==> src/rtl/nibyte_sio_pkg.sv <==
package nibyte_sio_pkg;

    localparam int SIO_W     = 8;
    localparam int SIO_SHORT = 4;
    localparam int CNT_W     = $clog2(SIO_W) + 1;
    localparam int NPINS     = 3;
    localparam int PIN_SI    = 0;
    localparam int PIN_SO    = 1;
    localparam int PIN_SCK   = 2;

    typedef logic [SIO_W-1:0] word_t;
    typedef logic [CNT_W-1:0] cnt_t;

    // control write layout, bit 3 down to bit 0
    typedef struct packed {
        logic start;
        logic master;
        logic len8;
        logic enable;
    } ctl_t;

    typedef struct packed {
        logic master;
        logic len8;
        logic enable;
    } mode_t;

    function automatic cnt_t xfer_len(input logic len8);
        return len8 ? cnt_t'(SIO_W) : cnt_t'(SIO_SHORT);
    endfunction

    function automatic word_t shift_in(input word_t d, input logic len8, input logic b);
        word_t r;
        if (len8) r = {d[SIO_W-2:0], b};
        else      r = {d[SIO_W-1:SIO_SHORT], d[SIO_SHORT-2:0], b};
        return r;
    endfunction

    function automatic logic out_bit(input word_t d, input logic len8);
        return len8 ? d[SIO_W-1] : d[SIO_SHORT-1];
    endfunction

endpackage

==> src/rtl/nibyte_sio_sckgen.sv <==
module nibyte_sio_sckgen #(
    parameter int HALF_TICKS = 32,
    parameter int SYNC_N     = 2
) (
    input  logic clk,
    input  logic rst,
    input  logic tick,
    input  logic run,
    input  logic master,
    input  logic ext_sck,
    output logic sck_line,
    output logic rise,
    output logic fall
);
    localparam int HW = (HALF_TICKS > 1) ? $clog2(HALF_TICKS) : 1;

    logic [HW-1:0]   half_cnt;
    logic            sck_q;
    logic [SYNC_N:0] sync_q;   // [0] first stage, [SYNC_N] previous value
    logic            wrap;
    logic            m_rise, m_fall, s_rise, s_fall;

    assign wrap   = tick && (half_cnt == HW'(HALF_TICKS - 1));
    assign m_rise = run && master && wrap && !sck_q;
    assign m_fall = run && master && wrap && sck_q;
    assign s_rise = run && !master && sync_q[SYNC_N-1] && !sync_q[SYNC_N];
    assign s_fall = run && !master && !sync_q[SYNC_N-1] && sync_q[SYNC_N];

    assign rise     = m_rise | s_rise;
    assign fall     = m_fall | s_fall;
    assign sck_line = sck_q;

    always_ff @(posedge clk) begin
        if (rst) begin
            half_cnt <= '0;
            sck_q    <= 1'b1;
            sync_q   <= '1;
        end else begin
            sync_q <= {sync_q[SYNC_N-1:0], ext_sck};
            if (run && master) begin
                if (tick) begin
                    if (wrap) begin
                        half_cnt <= '0;
                        sck_q    <= !sck_q;
                    end else begin
                        half_cnt <= half_cnt + HW'(1);
                    end
                end
            end else begin
                half_cnt <= '0;
                sck_q    <= 1'b1;
            end
        end
    end
endmodule

==> src/rtl/nibyte_sio_shifter.sv <==
module nibyte_sio_shifter
    import nibyte_sio_pkg::*;
(
    input  logic  clk,
    input  logic  rst,
    input  logic  load,
    input  word_t load_data,
    input  logic  clear,
    input  logic  len8,
    input  logic  rise,
    input  logic  fall,
    input  logic  si,
    output word_t data,
    output logic  so,
    output logic  finish,
    output cnt_t  bit_cnt
);
    word_t sr_q;
    logic  cap_q;
    cnt_t  cnt_q;

    assign finish  = rise && ((cnt_q + cnt_t'(1)) == xfer_len(len8));
    assign data    = sr_q;
    assign so      = out_bit(sr_q, len8);
    assign bit_cnt = cnt_q;

    always_ff @(posedge clk) begin
        if (rst) begin
            sr_q  <= '0;
            cap_q <= 1'b0;
            cnt_q <= '0;
        end else begin
            if (load) sr_q <= load_data;
            if (clear) begin
                cnt_q <= '0;
            end else if (rise) begin
                cap_q <= si;
                cnt_q <= cnt_q + cnt_t'(1);
                if (finish) sr_q <= shift_in(sr_q, len8, si);
            end else if (fall && (cnt_q != '0)) begin
                sr_q <= shift_in(sr_q, len8, cap_q);
            end
        end
    end
endmodule

==> src/rtl/nibyte_sio_pinmux.sv <==
module nibyte_sio_pinmux
    import nibyte_sio_pkg::*;
(
    input  logic             enable,
    input  logic             master,
    input  logic             sck_line,
    input  logic             so,
    input  logic [NPINS-1:0] port_dout,
    output logic [NPINS-1:0] pin_out
);
    logic [NPINS-1:0] ser_drive;

    always_comb begin
        ser_drive          = '1;
        ser_drive[PIN_SI]  = 1'b1;
        ser_drive[PIN_SO]  = so;
        ser_drive[PIN_SCK] = master ? sck_line : 1'b1;
    end

    assign pin_out = enable ? ser_drive : port_dout;
endmodule

==> src/rtl/nibyte_sio.sv <==
module nibyte_sio
    import nibyte_sio_pkg::*;
#(
    parameter int HALF_TICKS = 32,
    parameter int SYNC_N     = 2
) (
    input  logic             clk,
    input  logic             rst,
    input  logic             tcyc_stb,
    input  logic             wr_en,
    input  logic             wr_sel,
    input  logic [SIO_W-1:0] wr_data,
    output logic [SIO_W-1:0] rd_data,
    output logic             done,
    output logic             irq,
    input  logic [NPINS-1:0] port_dout,
    input  logic             si_pin,
    input  logic             sck_pin,
    output logic [NPINS-1:0] pin_out
);
    mode_t mode_q;
    logic  busy_q, done_q, irq_q;
    ctl_t  wctl;
    logic  ctl_wr, dat_wr, start;
    logic  sck_line, sck_rise, sck_fall, finish, so;
    word_t sr_data;
    cnt_t  shift_cnt;

    assign wctl   = ctl_t'(wr_data[3:0]);
    // host writes are accepted only while idle
    assign ctl_wr = wr_en && wr_sel && !busy_q;
    assign dat_wr = wr_en && !wr_sel && !busy_q;
    // start needs the enable bit of the same write
    assign start  = ctl_wr && wctl.start && wctl.enable;

    always_ff @(posedge clk) begin
        if (rst) begin
            mode_q <= '0;
            busy_q <= 1'b0;
            done_q <= 1'b0;
            irq_q  <= 1'b0;
        end else begin
            irq_q <= 1'b0;
            if (ctl_wr) mode_q <= mode_t'({wctl.master, wctl.len8, wctl.enable});
            if (start) begin
                busy_q <= 1'b1;
                done_q <= 1'b0;
            end else if (finish) begin
                busy_q <= 1'b0;
                done_q <= 1'b1;
                irq_q  <= 1'b1;
            end
        end
    end

    nibyte_sio_sckgen #(.HALF_TICKS(HALF_TICKS), .SYNC_N(SYNC_N)) u_sck (
        .clk      (clk),
        .rst      (rst),
        .tick     (tcyc_stb),
        .run      (busy_q),
        .master   (mode_q.master),
        .ext_sck  (sck_pin),
        .sck_line (sck_line),
        .rise     (sck_rise),
        .fall     (sck_fall)
    );

    nibyte_sio_shifter u_shift (
        .clk       (clk),
        .rst       (rst),
        .load      (dat_wr),
        .load_data (wr_data),
        .clear     (start),
        .len8      (mode_q.len8),
        .rise      (sck_rise),
        .fall      (sck_fall),
        .si        (si_pin),
        .data      (sr_data),
        .so        (so),
        .finish    (finish),
        .bit_cnt   (shift_cnt)
    );

    nibyte_sio_pinmux u_mux (
        .enable    (mode_q.enable),
        .master    (mode_q.master),
        .sck_line  (sck_line),
        .so        (so),
        .port_dout (port_dout),
        .pin_out   (pin_out)
    );

    assign rd_data = sr_data;
    assign done    = done_q;
    assign irq     = irq_q;
endmodule

==> config.mk <==
export PLATFORM = sky130hd
export DESIGN_NAME = nibyte_sio
export DESIGN_NICKNAME = d
export VERILOG_FILES = /design/src/rtl/nibyte_sio_pkg.sv /design/src/rtl/nibyte_sio_sckgen.sv /design/src/rtl/nibyte_sio_shifter.sv /design/src/rtl/nibyte_sio_pinmux.sv /design/src/rtl/nibyte_sio.sv
export SDC_FILE = /design/constraint.sdc
export NUM_CORES = 1
export LEC_CHECK = 0
export CORE_MARGIN = 2
export CORE_UTILIZATION = 48
export CTS_BUF_LIST = sky130_fd_sc_hd__clkbuf_8
export DETAILED_ROUTE_END_ITERATION = 10
export GPL_ROUTABILITY_DRIVEN = 1
export PLACE_DENSITY = 0.78
export SLEW_MARGIN = 20
export SYNTH_ARGS = -nofsm -noshare
export SYNTH_HDL_FRONTEND = slang
export SYNTH_HIERARCHICAL = 1
export SYNTH_SLANG_ARGS = --single-unit
export TNS_END_PERCENT = 5
==> constraint.sdc <==
create_clock -name clk -period 2.5 [get_ports clk]
set_clock_uncertainty 0.15 [all_clocks]
set_input_delay 0.375 -clock clk [delete_from_list [all_inputs] [get_ports clk]]
set_output_delay 0.375 -clock clk [all_outputs]
set_load 0.005 [all_outputs]
==> results of run 1 <==
routing by layer:
layer | track usage [%] | part of all wire (%) | vias to the layer above
li1 | - | - | 674
met1 | 27.4 | 43 | 656
met2 | 36.5 | 52 | 36
met3 | 3.73 | 4.2 | 4
met4 | 8.51 | 0.94 | 0
met5 | 0 | 0 | -
state kept, by name, summed over array words and instances, names as in the netlist:
signal and cells:
irq 1, u_shift/bit_cnt 4, u_shift/data 8, done 1
u_sck/sync_q 3, u_shift/cap_q 1, u_sck/half_cnt 5, mode_q 3
u_sck/sck_line 1, busy_q 1
synth_stat cells, types with 3 or more instances:
master / number / area (µm²)
xor2_1: 3 / 26.3
buf_6: 3 / 33.8
nand3b_1: 3 / 22.5
a21oi_1: 6 / 30.0
clkbuf_1: 3 / 11.3
a211oi_1: 4 / 30.0
ha_1: 5 / 62.6
a221oi_1: 6 / 52.6
nor2_1: 8 / 30.0
nor3_1: 5 / 25.0
mux2_2: 3 / 33.8
inv_1: 10 / 37.5
dfxtp_1: 28 / 561
or2_2: 3 / 18.8
nand3_1: 3 / 15.0
nand2b_1: 7 / 43.8
nor3b_1: 4 / 30.0
nand2_1: 6 / 22.5
nor2b_1: 5 / 31.3
mux2i_1: 9 / 90.1
worst max path at each step:
stage                            to  slack (ns)         startpoint
floorplan           u_shift/data[4]        0.01  u_sck/half_cnt[0]
global placement    u_shift/data[0]        0.14              wr_en
detailed placement  u_shift/data[0]        0.02              wr_en
CTS                 u_shift/data[2]        0.06  u_sck/half_cnt[0]
global route        u_shift/data[6]        0.03  u_sck/half_cnt[1]
finish              u_shift/data[6]        0.13  u_sck/half_cnt[1]
cells by family (layout without fill, tap and decap cells):
family                     Yosys count  count (layout)  synth area share (%)
DFF                                 28              28                  34.9
adders and majority gates            5               5                  3.89
buffers and inverters               20              56                  6.30
muxes                               13              13                  8.64
AOI/OAI and AO/OA                   35              35                  20.9
and+or+nand+nor                     59              59                  22.6
xor gates and xnor gates             5               5                  2.72
power by group:
| group | switching [mW] | leakage, nW | total [mW] | internal (mW) |
|---|---|---|---|---|
| Clock | 0.142 | 0.0357 | 0.356 | 0.214 |
| Sequential | 0.0111 | 0.228 | 0.468 | 0.457 |
| Combinational | 0.0512 | 0.501 | 0.129 | 0.0779 |
per-stage QoR:
step                      util [%]  power [mW]  cell area [µm²]
final                         63.8       0.954             2090
after global routing          63.8       0.999             2090
after CTS                     62.7       0.960             2060
after detailed placement      60.5       0.604             1990
after global placement        60.5       0.599             1990
after floorplan                  -       0.538             1610
repair_timing:
item / 4_1_cts / 5_1_grt
gates resized for setup: 0 / 10
setup endpoints to repair: 0 / 11
hold endpoints to repair: 0 / 0
cell type report:
type,instances,area (µm²)
fillers,283,1190
multi-input cells,117,976
flip-flops and latches,28,562
repair buffers,41,387
well taps,46,57.6
clock buffers,3,41.3
inverters,11,41.3
clock inverters,1,30.0
==> summary.txt, run 1 <==
Worst hold path
  • Worst hold endpoint: u_sck/sync_q[1]
  • Hold WC Path Type: reg -> reg
  • Hold Crit Depth: 1
  • Hold Path Origin: u_sck/sync_q[0]

Critical path
  • CP top delay family: compound AO/OA/AOI/OAI gates
  • Worst path max stage delay: 0.38 ns
  • Critical path required time: approximately 2.5 ns
  • R2r startpoint: u_sck/half_cnt[1]
  • Crit Path Class: reg -> reg
  • CP dominant cell by count: ha_1
  • Cell depth of the worst flop-to-flop path: 10
  • Setup crit end kind: flop
  • WP buf/inv: 2
  • Worst-path fanout max: 7
  • RR Endpoint: u_shift/data[6]
  • Reg2reg setup slack: around 0.13 ns
  • Crit path depth: 10
  • Crit path launch type: flop
  • CP arrival: 2.40 ns
  • Crit path max-delay cell type: dfxtp_1
  • Cells along the critical path: ha_1, and3_1, ha_1, nand4b_1, a21boi_2, inv_2, o41ai_4, buf_6, a221oi_1, a211oi_1

Routing
  • Drt pass-1 iters: 5
  • Vias per cell: around 5.5
  • Vias: approximately 1,400
  • Post-route ant nets: 0
  • Overall routed net length: approximately 3700 µm
  • Post-route DRC violation count: 0
  • Avg WL per Cell: 15.1 µm
  • Starting DRT DRC Count: between 40 and 50

STA
  • Unrepaired setup endpoints after global routing: no
  • Final WS setup: approximately 0.13 ns
  • Fin crit period: 2.37 ns
  • FMAX: 0.423 GHz
  • Final Hold Fails: 0
  • Final hold slack: between 0.2 and 0.3 ns
  • Setup-failing EPs final: 0
  • Max-slew headroom at the worst pin: approximately three quarters
  • Least-Margin Pin Slew: between 0.3 and 0.4 ns
  • Final worst path period share: between 90 and 100%
  • Total Neg Setup Slack: 0 ns
  • Slew Viols, Final: 0

Power and ir drop
  • PwrDens: approximately 460 nW/µm²
  • Leakage: ~0.76 nW
  • Peak supply drop: about 0.21 mV

Logic synthesis
  • Yosys reg bits: 28
  • Post-Syn Nets: around 190
  • Syn_area_per_cell: between 9 and 10 µm²
  • Sequential-to-total area share from yosys stat: a little over a third
  • Top FF cell, synth: dfxtp_1
  • Synth cell types: between 50 and 60
  • YS warnings: 6
  • Post-Syn Area: 1610 µm²
  • Mapped Cells: 165
  • Post-synth EDFFs: 0
  • Post-synth ARST share: 0%

Cells and area
  • Layout area overhead: 30.3%
  • Layout cells sized above 1: approximately a fifth
  • Commonest non-fill, non-tap cell in the layout: clkdlybuf4s50_1
  • Finished Layout Cells: roughly 250
  • # diodes: 0
  • Most frequent cells in the layout: clkdlybuf4s50_1, dfxtp_1, buf_4
  • Layout Nets: approximately 230

Clock tree
  • Worst-path clk slew: 0.10 ns
  • Total setup buffers inserted after CTS: 0
  • TritonCTS clock tree: built
  • Htree depth: 1
  • Worst-Skew Late Latency: 0.27 ns
  • Root Driver: clkbuf_8
  • Num CTS Buffers: 3
  • Hold buffer count at CTS: 0
  • CTS sink count: 28
  • Clk buf depth: 2

Place
  • Port bufs: 30
  • Place WS: between 0.02 and 0.025 ns
  • HPWL after detailed placement: between 2000 and 3000 µm
  • Gpl congestion: 0.807
  • Placed insts: 243

Floorplanning
  • Total core area: between 3000 and 4000 µm²
  • Std cell rows: 21
  • Initial core utilization: between 40 and 50%
  • Die Area: around 3800 µm²
  • Die width: around 62 µm
  • # IOs: 31
  • Die H: between 60 and 70 µm

GRT
  • Total global-route track usage: 21.6%
  • Vias in the first global route: roughly 1,400
  • Global-route wire length before repair: roughly 6200 µm
  • Largest net degree at the start of global routing: 18
  • GR Overflow Total: 0
  • Initial antenna violation count: 0

Run status
  • Outcome: complete, no violations

Job
  • Max cap viols: 0
No activity file was read; power rests on OpenSTA's default activity.
==> inputs of run 2 (changes only) <==
ABC_AREA = 1   (was unset)
==> summary.txt, run 2 <==
Cells and area
  • Most frequent cells in the layout: nand2_1, inv_1, clkdlybuf4s50_1
  • # diodes: 0
  • Layout cells sized above 1: 15.2%
  • Largest register FFs: 8
  • Final core utilization: about 63%
  • Commonest non-fill, non-tap cell in the layout: nand2_1
  • Layout area overhead: 27.5%
  • Fill cells: ~300
  • Layout Nets: approximately 300

GRT
  • Initial antenna violation count: 0
  • Global-route wire length before repair: just under 6000 µm
  • Total global-route track usage: approximately 18%
  • Largest net degree at the start of global routing: 17
  • GR Overflow Total: 0
  • Vias in the first global route: 1,374

Job
  • Max cap viols: 0

Logic synthesis
  • Sequential-to-total area share from yosys stat: between 30 and 40%
  • Post-synth EDFFs: 0
  • Top cell type by total area after synthesis: dfxtp_1
  • Top-count cell post-synth: nand2_1
  • Most area-consuming cells after synthesis: dfxtp_1, nand2_1, inv_1
  • Post-Syn Area: around 1600 µm²
  • Post-synth ARST share: 0%
  • YS warnings: 6
  • Yosys top cell area share: between 30% and 40%
  • Top FF cell, synth: dfxtp_1
  • Most frequent cells after synthesis: nand2_1, inv_1, dfxtp_1
  • Syn_area_per_cell: between 6 and 7 µm²
  • Synth cell types: 32
  • Yosys reg bits: 28
  • Mapped Cells: about 240
  • Post-Syn Nets: 264

Routing
  • Metal2 WL: between 1500 and 2000 µm
  • Met3 wire length: roughly 150 µm
  • Starting DRT DRC Count: 60
  • Met1 wire length: about 1600 µm
  • Vias per cell: between 4 and 5
  • Vias: between 1,500 and 2,000
  • Post-route ant nets: 0
  • Avg WL per Cell: approximately 10 µm
  • Post-route DRC violation count: 0
  • Overall routed net length: between 3000 and 4000 µm
  • Top Metal Used: met4
  • Drt pass-1 iters: 4

STA
  • Total Neg Setup Slack: 0 ns
  • Slew Viols, Final: 0
  • Final worst path period share: 90.4%
  • Fin crit period: 2.26 ns
  • Max-slew headroom at the worst pin: 76.5%
  • Least-Margin Pin Slew: about 0.35 ns
  • Unrepaired setup endpoints after global routing: no
  • Final Hold Fails: 0
  • FMAX: roughly 0.44 GHz
  • Setup-failing EPs final: 0

Clock tree
  • Num CTS Buffers: 3
  • Worst-Skew Late Latency: approximately 0.27 ns
  • Worst-path clk slew: 0.09 ns
  • Htree depth: 1
  • Hold buffer count at CTS: 0
  • Total setup buffers inserted after CTS: 0
  • Clk buf depth: 2
  • Cts repair resizes: 0
  • TritonCTS clock tree: built
  • CTS sink count: 28
  • Root Driver: clkbuf_8

Place
  • Gpl congestion: about 0.9
  • HPWL after detailed placement: between 2000 and 3000 µm
  • Port bufs: 30

Critical path
  • Crit path launch type: flop
  • Critical path required time: around 2.5 ns
  • Worst-path fanout max: 10
  • RR Endpoint: u_shift/data[6]
  • Reg2reg setup slack: approximately 0.24 ns
  • R2r startpoint: u_sck/half_cnt[0]
  • CP Launch Point: u_sck/half_cnt[0]
  • Setup crit end kind: flop
  • Crit Path Class: reg -> reg
  • Setup crit end: u_shift/data[6]
  • Cell depth of the worst flop-to-flop path: 16
  • CP arrival: about 2.3 ns

Run status
  • Outcome: complete, no violations

Power and ir drop
  • Tot Pwr: 0.957 mW
  • PwrDens: ~460 nW/µm²
  • Leakage: between 0.9 and 1 nW
  • Peak supply drop: approximately 0.21 mV

Floorplanning
  • Die Area: 3880 µm²
  • Total core area: approximately 3300 µm²
  • Die width: 62.3 µm
  • Initial core utilization: just under 50%
  • Die H: between 60 and 70 µm
  • Std cell rows: 21
  • # IOs: 31

Worst hold path
  • Hold Path Origin: u_sck/sync_q[0]
  • Hold WC Path Type: reg -> reg
==> run 2: worst min-delay path by stage <==
stage / to / slack, ns / cells after the start
6_report: u_sck/sync_q[1] / 0.27 / 1
5_1_grt: u_sck/sync_q[1] / 0.28 / 1
4_1_cts: u_sck/sync_q[1] / 0.28 / 1
3_5_place_dp: u_sck/sync_q[1] / 0.25 / 1
3_3_place_gp: u_sck/sync_q[1] / 0.24 / 1
2_1_floorplan: u_sck/sync_q[1] / 0.24 / 1
==> run 2: report_power, final <==
group          total [mW]  switching (mW)  internal (mW)  leakage (nW)
Combinational       0.130          0.0607         0.0690         0.676
Clock               0.355           0.141          0.214        0.0357
Sequential          0.472          0.0126          0.459         0.228
==> run 2: worst max-delay path: stages, from the launching register on <==
cell,delay (ns)
dfxtp_1,0.37
ha_1,0.17
and3_1,0.16
ha_1,0.16
nand2_2,0.09
inv_2,0.08
nand2_1,0.06
o21ai_2,0.11
inv_1,0.06
a31oi_2,0.21
nand2_1,0.13
nand2_4,0.13
nand2_8,0.08
nand2_1,0.06
nand2_1,0.05
inv_1,0.06
nor2_2,0.03
==> run 2: area by class of cell <==
class / instances / area [µm²] / area share (%)
Clock buffer: 3 / 41.3 / 1.99
Clock inverter: 1 / 30.0 / 1.45
Multi-Input combinational cell: 171 / 903 / 43.5
Sequential cell: 28 / 561 / 27.0
Timing Repair Buffer: 35 / 338 / 16.3
Tap cell: 46 / 57.6 / 2.77
Inverter: 39 / 146 / 7.05
==> run 2: logic make-up (layout without fill, tap and decap cells) <==
kind of cell / after synthesis / after routing / share of synthesized area [%]
adders and majority gates: 5 / 5 / 3.84
AOI/OAI and AO/OA: 28 / 28 / 10.8
DFF: 28 / 28 / 34.4
buffers and inverters: 42 / 78 / 10.1
xor gates and xnor gates: 2 / 2 / 1.08
and+or+nand+nor: 136 / 136 / 39.7
==> run 2: metal layers <==
layer  up-vias  GRT usage (%)
met5         -              0
li1        812              -
met3         8           3.08
met2        33           30.4
met4         0           8.89
met1       685           23.5
==> run 2: metrics by stage <==
step | hold WS (ns) | worst slack, ns | instance area (µm²) | instances
finish | 0.274 | 0.239 | 2080 | 323
global route | 0.285 | 0.0232 | 2080 | 323
CTS | 0.277 | 0.240 | 2080 | 323
detailed placement | 0.254 | 0.226 | 2010 | 319
global placement | 0.244 | 0.239 | 2010 | 319
floorplan | 0.239 | 0.400 | 1630 | 241
==> inputs of run 3 (changes only) <==
CORE_MARGIN = 4   (was 2)
==> summary.txt, run 3 (synthesis results as in run 2) <==
Run status
  • Outcome: complete, no violations

Power and ir drop
  • PwrDens: approximately 460 nW/µm²
  • Leakage: 0.937 nW
  • Tot Pwr: 0.959 mW
  • Peak supply drop: slightly below 0.4 mV

Clock tree
  • Root Driver: clkbuf_8
  • Worst-path clk slew: 0.10 ns
  • Cts repair resizes: 0
  • TritonCTS clock tree: built
  • Num CTS Buffers: 3
  • Hold buffer count at CTS: 0
  • Htree depth: 1
  • Worst-Skew Late Latency: ~0.27 ns
  • CTS sink count: 28
  • Total setup buffers inserted after CTS: 0
  • Clk buf depth: 2

Floorplanning
  • Std cell rows: 20
  • Initial core utilization: 51.7%
  • Die Area: approximately 4400 µm²
  • Total core area: about 3200 µm²
  • Die H: around 66 µm
  • # IOs: 31
  • Die width: between 60 and 70 µm

Critical path
  • Worst path max stage delay: between 0.3 and 0.4 ns
  • Crit Path Class: reg -> reg
  • Crit path launch type: flop
  • R2r startpoint: u_sck/half_cnt[1]
  • RR Endpoint: u_shift/data[4]
  • Setup crit end kind: flop
  • CP arrival: 2.34 ns
  • Cells along the critical path: ha_1, and3_1, ha_1, nand2_2, inv_2, nand3_2, o21ai_4, nand2_1, inv_1, nand3_4, nand2_4, nand2_8, nand2_1, nand2_1, inv_1, nor2_2
  • Worst-path fanout max: 10
  • Reg2reg setup slack: approximately 0.18 ns
  • Cell depth of the worst flop-to-flop path: 16
  • Crit path max-delay cell type: dfxtp_1
  • CP dominant cell by count: nand2_1
  • Critical path required time: approximately 2.5 ns

Routing
  • Post-route DRC violation count: 0
  • Starting DRT DRC Count: 77
  • Vias: around 1,500
  • Drt pass-1 iters: 4
  • Vias per cell: approximately 4.8
  • Avg WL per Cell: between 10 and 15 µm
  • Overall routed net length: around 3500 µm
  • Post-route ant nets: 0

Cells and area
  • Commonest non-fill, non-tap cell in the layout: nand2_1
  • Largest register FFs: 8
  • Final Cell Area: between 2000 and 2500 µm²
  • Layout Nets: 300
  • # diodes: 0
  • Layout area overhead: 27.9%
  • Most frequent cells in the layout: nand2_1, inv_1, clkdlybuf4s50_1
  • Layout cells sized above 1: between 10% and 20%

STA
  • Setup-failing EPs final: 0
  • Slew Viols, Final: 0
  • Total Neg Setup Slack: 0 ns
  • Least-Margin Pin Slew: ~0.44 ns
  • Final worst path period share: around 93%
  • Final hold slack: 0.276 ns
  • Final Hold Fails: 0
  • FMAX: between 0.4 and 0.5 GHz
  • Max-slew headroom at the worst pin: between 70 and 80%
  • Unrepaired setup endpoints after global routing: no
  • Fin crit period: about 2.3 ns

Worst hold path
  • Hold Path Origin: u_sck/sync_q[0]
  • Hold WC Path Type: reg -> reg
  • Worst hold endpoint: u_sck/sync_q[1]
  • Hold Crit Depth: 1

Place
  • Gpl congestion: about 0.92
  • Port bufs: 30
  • HPWL after detailed placement: approximately 2600 µm
  • Placed Area: approximately 2000 µm²

GRT
  • GR Overflow Total: 0
  • Total global-route track usage: 17.2%
  • Global-route wire length before repair: 6020 µm
  • Largest net degree at the start of global routing: 17
  • Vias in the first global route: 1,396
  • Initial antenna violation count: 0

Job
  • Max cap viols: 0
run 3: cell count changes in the layout (fill, tap and decap cells not counted), sizes merged:
cell,delta
buf,-1
run 3: per-layer routing:
layer  up-vias  GRT usage, %  share of wire (%)
met2        41          28.5                 46
met5         -             0                  0
met4         0          3.81               0.60
li1        817             -                  -
met3         2          4.42                6.5
met1       675          22.3                 47
run 3: worst max path at each step:
stage	slack, ns	start	to	cells past startpoint
after floorplan	0.40	u_sck/half_cnt[0]	u_shift/data[4]	16
after global placement	0.25	tcyc_stb	u_shift/data[5]	14
after detailed placement	0.19	tcyc_stb	u_shift/data[5]	14
after CTS	0.18	u_sck/half_cnt[0]	u_shift/data[5]	16
after global routing	0.009	u_sck/half_cnt[0]	u_shift/data[5]	16
final	0.18	u_sck/half_cnt[1]	u_shift/data[4]	16
run 3: through the flow:
| step | util (%) | worst slack, ns | instances |
|---|---|---|---|
| 2_1_floorplan | - | 0.400 | 241 |
| 3_3_place_gp | 63.3 | 0.248 | 316 |
| 3_5_place_dp | 63.3 | 0.190 | 316 |
| 4_1_cts | 65.6 | 0.181 | 320 |
| 5_1_grt | 66.1 | 0.00912 | 320 |
| 6_report | 66.1 | 0.185 | 320 |
run 3: final cells by class:
type | count | area (µm²)
clock buffers | 3 | 41.3
well taps | 44 | 55.1
multi-input cells | 171 | 920
inverters | 39 | 146
flip-flops and latches | 28 | 561
repair buffers | 34 | 330
clock inverters | 1 | 30.0
fillers | 292 | 1070
run 3: where the power goes:
group / internal (mW) / switching, mW / leakage, nW
Sequential: 0.459 / 0.0128 / 0.228
Clock: 0.214 / 0.143 / 0.0357
Combinational: 0.0685 / 0.0608 / 0.673
run 3: critical path: cells and delay by family (launching register included):
family,cells,cell delay (ns)
AOI/OAI and AO/OA,1,0.19
adders and majority gates,2,0.33
buffers and inverters,3,0.26
DFF,1,0.37
and+or+nand+nor,10,0.90
